<file path="config.mk">
export PLATFORM = sky130hd
export DESIGN_NAME = spec_ld_table
export DESIGN_NICKNAME = d
export VERILOG_FILES = /design/src/rtl/spec_ld_pkg.sv /design/src/rtl/spec_ld_overlap.sv /design/src/rtl/spec_ld_alloc.sv /design/src/rtl/spec_ld_table.sv
export SDC_FILE = /design/constraint.sdc
export NUM_CORES = 2
export LEC_CHECK = 0
export CORE_MARGIN = 8
export CORE_UTILIZATION = 60
export CTS_BUF_LIST = sky130_fd_sc_hd__clkbuf_8
export CTS_CLUSTER_SIZE = 30
export DETAILED_ROUTE_END_ITERATION = 8
export GPL_TIMING_DRIVEN = 1
export PLACE_DENSITY = 0.77
export SLEW_MARGIN = 20
export SYNTH_ARGS = -nofsm -noshare
export SYNTH_HDL_FRONTEND = slang
export SYNTH_SLANG_ARGS = --single-unit
</file>
<file path="constraint.sdc">
create_clock -name clk -period 16.2 [get_ports clk]
set_input_delay 2.43 -clock clk [delete_from_list [all_inputs] [get_ports clk]]
set_output_delay 2.43 -clock clk [all_outputs]
set_load 0.005 [all_outputs]
</file>
<file path="src/rtl/spec_ld_pkg.sv">
package spec_ld_pkg;
  parameter int unsigned ENTRIES = 16;
  parameter int unsigned TAG_W   = 7;
  parameter int unsigned ADDR_W  = 32;
  parameter int unsigned SIZE_W  = 2;
  localparam int unsigned IDX_W  = $clog2(ENTRIES);

  typedef struct packed {
    logic [TAG_W-1:0]  tag;
    logic [ADDR_W-1:0] addr;
    logic [SIZE_W-1:0] size;
  } ld_rec_t;
endpackage

</file>
<file path="src/rtl/spec_ld_overlap.sv">
module spec_ld_overlap #(
  parameter int unsigned ADDR_W = 32,
  parameter int unsigned SIZE_W = 2
) (
  input  logic [ADDR_W-1:0] a_addr,
  input  logic [SIZE_W-1:0] a_size,
  input  logic [ADDR_W-1:0] b_addr,
  input  logic [SIZE_W-1:0] b_size,
  output logic              overlap
);
  localparam int unsigned EW = ADDR_W + 1;
  logic [EW-1:0] a_lo, a_hi, b_lo, b_hi;

  always_comb begin
    a_lo = {1'b0, a_addr};
    b_lo = {1'b0, b_addr};
    a_hi = a_lo + (EW'(1) << a_size) - EW'(1);
    b_hi = b_lo + (EW'(1) << b_size) - EW'(1);
    overlap = (a_lo <= b_hi) && (b_lo <= a_hi);
  end
endmodule

</file>
<file path="src/rtl/spec_ld_alloc.sv">
module spec_ld_alloc #(
  parameter int unsigned ENTRIES = 16,
  localparam int unsigned IDX_W = $clog2(ENTRIES)
) (
  input  logic [ENTRIES-1:0] valid_vec,
  input  logic [ENTRIES-1:0] tag_hit_vec,
  input  logic [IDX_W-1:0]   rr_ptr,
  output logic [ENTRIES-1:0] write_vec,
  output logic               replace
);
  logic [ENTRIES-1:0] free_pick;
  logic               found;

  always_comb begin
    free_pick = '0;
    found     = 1'b0;
    for (int i = 0; i < ENTRIES; i++) begin
      if (!valid_vec[i] && !found) begin
        free_pick[i] = 1'b1;
        found        = 1'b1;
      end
    end
    replace = 1'b0;
    if (|tag_hit_vec) begin
      write_vec = tag_hit_vec;
    end else if (found) begin
      write_vec = free_pick;
    end else begin
      write_vec = '0;
      write_vec[rr_ptr] = 1'b1;
      replace = 1'b1;
    end
  end
endmodule

</file>
<file path="src/rtl/spec_ld_table.sv">
module spec_ld_table
  import spec_ld_pkg::*;
(
  input  logic              clk,
  input  logic              rst_n,
  input  logic              flush_i,
  input  logic              ins_valid_i,
  input  logic [TAG_W-1:0]  ins_tag_i,
  input  logic [ADDR_W-1:0] ins_addr_i,
  input  logic [SIZE_W-1:0] ins_size_i,
  input  logic              st_valid_i,
  input  logic [ADDR_W-1:0] st_addr_i,
  input  logic [SIZE_W-1:0] st_size_i,
  input  logic              chk_valid_i,
  input  logic [TAG_W-1:0]  chk_tag_i,
  input  logic              chk_clear_i,
  output logic              chk_resp_valid_o,
  output logic              chk_pass_o
);
  ld_rec_t            rec_q [ENTRIES];
  logic [ENTRIES-1:0] valid_q, valid_d;
  logic [IDX_W-1:0]   rr_q, rr_d;
  logic               resp_d, pass_d;

  logic [ENTRIES-1:0] st_hit, ins_tag_hit, chk_hit, ins_write;
  logic               ins_replace;
  logic [ENTRIES-1:0] wr_en;

  for (genvar g = 0; g < ENTRIES; g++) begin : g_ent
    spec_ld_overlap #(.ADDR_W(ADDR_W), .SIZE_W(SIZE_W)) u_ovl (
      .a_addr (rec_q[g].addr),
      .a_size (rec_q[g].size),
      .b_addr (st_addr_i),
      .b_size (st_size_i),
      .overlap(st_hit[g])
    );
    assign ins_tag_hit[g] = valid_q[g] && (rec_q[g].tag == ins_tag_i);
    assign chk_hit[g]     = valid_q[g] && (rec_q[g].tag == chk_tag_i);
    assign wr_en[g]       = ins_valid_i && !flush_i && ins_write[g];

    always_ff @(posedge clk) begin
      if (wr_en[g]) begin
        rec_q[g] <= '{tag: ins_tag_i, addr: ins_addr_i, size: ins_size_i};
      end
    end

    // an overlapping store drops the entry unless it is rewritten
    a_r4_store_kills: assert property (@(posedge clk) disable iff (!rst_n)
      st_valid_i && valid_q[g] && st_hit[g] && !wr_en[g] |=> !valid_q[g]);
    // the insert wins over a same-cycle store
    a_r9_insert_wins: assert property (@(posedge clk) disable iff (!rst_n)
      wr_en[g] |=> valid_q[g]);
  end

  spec_ld_alloc #(.ENTRIES(ENTRIES)) u_alloc (
    .valid_vec  (valid_q),
    .tag_hit_vec(ins_tag_hit),
    .rr_ptr     (rr_q),
    .write_vec  (ins_write),
    .replace    (ins_replace)
  );

  always_comb begin
    valid_d = valid_q;
    if (chk_valid_i && chk_clear_i) valid_d = valid_d & ~chk_hit;
    if (st_valid_i)                 valid_d = valid_d & ~(st_hit & valid_q);
    valid_d = valid_d | wr_en;
    if (flush_i)                    valid_d = '0;

    rr_d = rr_q;
    if (ins_valid_i && !flush_i && ins_replace) begin
      rr_d = (rr_q == IDX_W'(ENTRIES - 1)) ? '0 : rr_q + IDX_W'(1);
    end

    resp_d = chk_valid_i;
    pass_d = chk_valid_i && (|chk_hit);
  end

  always_ff @(posedge clk or negedge rst_n) begin
    if (!rst_n) begin
      valid_q          <= '0;
      rr_q             <= '0;
      chk_resp_valid_o <= 1'b0;
      chk_pass_o       <= 1'b0;
    end else begin
      valid_q          <= valid_d;
      rr_q             <= rr_d;
      chk_resp_valid_o <= resp_d;
      chk_pass_o       <= pass_d;
    end
  end

  // at most one valid entry can match a tag
  a_r6_tag_unique: assert property (@(posedge clk) disable iff (!rst_n)
    chk_valid_i |-> $onehot0(chk_hit));
  // every check request gets a result in the next cycle
  a_r2_resp_next: assert property (@(posedge clk) disable iff (!rst_n)
    chk_valid_i |=> chk_resp_valid_o);
  // a pass is only reported together with a result
  a_r3_pass_qualified: assert property (@(posedge clk) disable iff (!rst_n)
    chk_pass_o |-> chk_resp_valid_o);
  // a flush empties the table
  a_r10_flush_all: assert property (@(posedge clk) disable iff (!rst_n)
    flush_i |=> (valid_q == '0));
  // the insert port writes exactly one entry
  a_r7_one_slot: assert property (@(posedge clk) disable iff (!rst_n)
    ins_valid_i && !flush_i |-> $countones(wr_en) == 1);
endmodule

</file>
==> flow_summary.yaml <==
pwr:
  leakage_uw: 0.0378
  vdd_drop_max_mv: 0.0725
  pwr_density_cell_mw_per_mm2: 64.7
die:
  core_mm2: 0.123
  dieHeight_um: 368
  fp-row-count: 129
  die_area_mm2: 0.136
  start_util_pct: 60.4
  die_w_um: 368
  io_pins: 91
grt:
  grt_pass1_wl_mm: 371
  antenna_found_initial: 10
  grt_pass1_vias: 65700
  groute.usage.overall_pct: 35.6
  grt_max_degree: 44
  grt-ovfl-total: 0
yosys:
  netlist_instances: 8042
  synth-xor-area-share_pct: 8.33
  seq_area_frac_synth_pct: 27.2
  synth.top_cells.by_area: "ha_1 27%, edfxtp_1 26%, xnor2_1 5.0%"
  synth.cell_area_mm2: 0.0745
  synth_cell_type_count: 91
  synth_fp_nets: 9739
  synth_fa_ha_area_share_pct: 27.5
  ys_warn_count: 0
  netlist.area_leader.share_pct: 26.7
  synthSimpleGateAreaFrac_pct: 12.9
  synth_edf_count: 656
  synth_ff_type: "edfxtp_1"
  yosys.area.top_type: "ha_1"
  ys_ff_latch: 678
  ys_async_sr_fraction_pct: 3.24
  synth-compound-area-share_pct: 19.3
  avgSynthCellArea_um2: 9.27
  synth_top_family_by_area: "adder cells"
  muxShareOfSynthArea_pct: 0.0806
clocking:
  clkTransAtPathRegs_ns: 0.06
  cts_buffers: 131
  clockRootBuffer: "clkbuf_8"
  cts_resized: 0
  cts_buffer_depth: 3
  htree_levels: 4
  worstSkewPairLatency_ns: 0.90
  postCtsSetupBuffers: 0
  holdBufCountCts: 0
  cts_sinks: 678
  cts_tree: "yes"
timing:
  hold_viol: 0
  holdWs_ns: 0.622
  worst_slew_pin_slew_ns: 1.29
  finalSetupViolCount: 0
  fmax_mhz: 120
  setup_tns_ns: 0
  period_share_pct: 51.3
  rsz0062_at_grt: "false"
  slew_headroom_pct: 13.9
  clock_skew_ns: 0.0448
  fin_crit_ns: 8.31
  drv_slew: 0
detailed_routing:
  ant_nets: 0
  vias_per_cell: 6.47
  drc: 0
  num_vias: 65200
  wirelength_mm: 250
  first_pass_iters: 8
  drtIter0Drc: 5310
  routedWlPerCell_um: 24.8
layout:
  ff_latch_area_mm2: 0.0202
  multi_input_area_mm2: 0.0511
  drive_above_1_share_pct: 5.10
  nFillCells: 10200
  syn2layout_area_growth_pct: 8.79
  nets: 10000
setup_path:
  critical_path_class: "primary input to register"
  rr_endpoint: "valid_q[3]$_DFF_PN0_"
  critPathCaptureType: "register"
  crit_family: "compound AO/OA/AOI/OAI gates"
  arrival_ns: 9.09
  crit_required_ns: 16.98
  r2r_cells: 26
  worst_path_max_delay_cell: "a21oi_1"
  crit_buf_inv: 5
  r2r_start: "rec_q[0][124]$_DFFE_PP_"
  r2r_slack_ns: 8.50
  slowest_delay_ns: 0.48
  crit_fanout: 17
  critPathLaunchType: "primary input"
placed_design:
  hpwl_mm: 194
  numPortBuffers: 90
  gp_congestion: 1.02
hold_path:
  min-delay-start: "rr_q[1]$_DFFE_PN0P_"
  min_to: "rr_q[3]$_DFFE_PN0P_"
  hold_class: "register to register"
  whs_path_depth: 2
run:
  max_cap_violations: 0
run_status:
  status: "finished, final reports clean"
[worst register-to-register path, cell delays in order (launching register included)]
cell      delay, ns
edfxtp_1       0.41
nand2b_1       0.16
ha_1           0.27
inv_1          0.04
ha_1           0.23
fa_1           0.42
a21o_1         0.17
a21oi_1        0.34
o21ai_0        0.23
a21oi_1        0.20
a211oi_1       0.11
a221oi_1       1.04
o211ai_1       0.28
o21ai_0        0.25
o21ai_0        0.16
a21oi_1        0.19
xor2_1         0.09
ha_1           0.30
and4_1         0.19
nand3_1        0.14
nor3_1         0.89
nand3_1        0.57
o21ai_0        0.26
a211oi_1       0.07
nand4b_1       0.15
a21oi_1        0.10
a311o_1        0.30
[synth_stat cells (11+ instances only)]
cell type,number
o31a_1,13
nor3_1,123
o2111ai_1,22
o21bai_1,90
buf_2,15
a21boi_0,15
and4_1,28
a21o_1,491
and3_1,60
o31ai_1,32
a2111oi_0,16
o21ai_0,378
or2_2,40
inv_1,884
o211ai_1,57
maj3_2,12
a21oi_1,709
o41ai_1,12
nor2_1,359
nand3_1,193
clkbuf_1,37
xnor2_1,422
a31oi_1,57
and2_1,38
or4_1,14
or3_1,43
nor4_1,52
nor2b_1,143
nand2b_1,139
o221ai_1,11
edfxtp_1,656
nand4_1,268
ha_1,1591
a211o_1,32
o22ai_1,13
o21a_1,90
fa_1,17
a221oi_1,17
dfrtp_1,22
nand2_1,311
xor2_1,282
a311oi_1,18
a211oi_1,65
[registers in the layout, summed over array words and instances, names as in the netlist]
| register | count |
|---|---|
| rr_q | 4 |
| chk_pass_o | 1 |
| chk_resp_valid_o | 1 |
| valid_q | 16 |
| rec_q | 656 |
[worst max-delay path by stage]
stage / from / end / cells after the start
finish: st_addr_i[1] / valid_q[12]$_DFF_PN0_ / 27
CTS: st_addr_i[1] / valid_q[14]$_DFF_PN0_ / 27
global route: st_addr_i[1] / valid_q[14]$_DFF_PN0_ / 27
detailed placement: st_addr_i[1] / valid_q[12]$_DFF_PN0_ / 27
floorplan: st_addr_i[0] / valid_q[14]$_DFF_PN0_ / 24
global placement: st_addr_i[1] / valid_q[11]$_DFF_PN0_ / 26
[through the flow]
| step | std cells | util, % | total power [µW] | instance area [µm²] | worst slack [ns] |
|---|---|---|---|---|---|
| 6_report | 10100 | 65.7 | 5250 | 81100 | 7.89 |
| 5_1_grt | 10100 | 65.7 | 5450 | 81100 | 7.58 |
| 4_1_cts | 10100 | 65.7 | 5230 | 81100 | 8.15 |
| 3_5_place_dp | 9831 | 63.5 | 3440 | 78400 | 7.20 |
| 3_3_place_gp | 9831 | 63.5 | 3380 | 78400 | 7.23 |
| 2_1_floorplan | 8042 | - | 2850 | 74500 | 8.51 |
[cell families (layout without fill, tap and decap cells)]
group | Yosys count | after routing
flip-flops | 678 | 678
AO/OA/AOI/OAI | 2239 | 2239
adder cells (fa/ha/maj) | 1629 | 1629
AND/OR/NAND/NOR | 1842 | 1842
XOR/XNOR | 706 | 706
buffers and inverters | 942 | 1329
other | 0 | 6
multiplexers | 6 | 6
[final cells by class]
cell class / count / area share [%]
flip-flops and latches: 678 / 25.0
multi-input cells: 6422 / 63.0
inverters: 884 / 4.09
clock inverters: 98 / 0.926
clock buffers: 137 / 2.33
well taps: 1637 / 2.53
diodes: 6 / 0.0185
repair buffers: 210 / 2.19
[placed cells by master, fill, tap and decap left out, types with 38 or more instances in the layout]
cell type,count
a211oi_1,64
a21o_1,491
a21oi_1,707
a31oi_1,57
and2_1,38
and3_1,60
buf_4,120
clkbuf_8,137
clkdlybuf4s50_1,85
edfxtp_1,656
ha_1,1591
inv_1,908
nand2_1,311
nand2b_1,138
nand3_1,193
nand4_1,268
nor2_1,345
nor2b_1,143
nor3_1,122
nor4_1,52
o211ai_1,57
o21a_1,90
o21ai_0,377
o21bai_1,90
or2_2,40
or3_1,43
xnor2_1,411
xor2_1,269
[power breakdown]
part           leakage, µW  internal (µW)  switching (µW)
logic               0.0302            552             940
clock network      0.00141            965             837
registers          0.00621           1940            12.5
total               0.0378           3460            1790
[metal layers]
layer	share of wire (%)	vias up	global-route usage [%]
met5	0	-	0
met4	10	0	30.8
met3	7.3	878	5.59
met2	46	2695	59.1
met1	37	31100	39.7
li1	-	30500	-
Power figures use the tool's default switching activity.
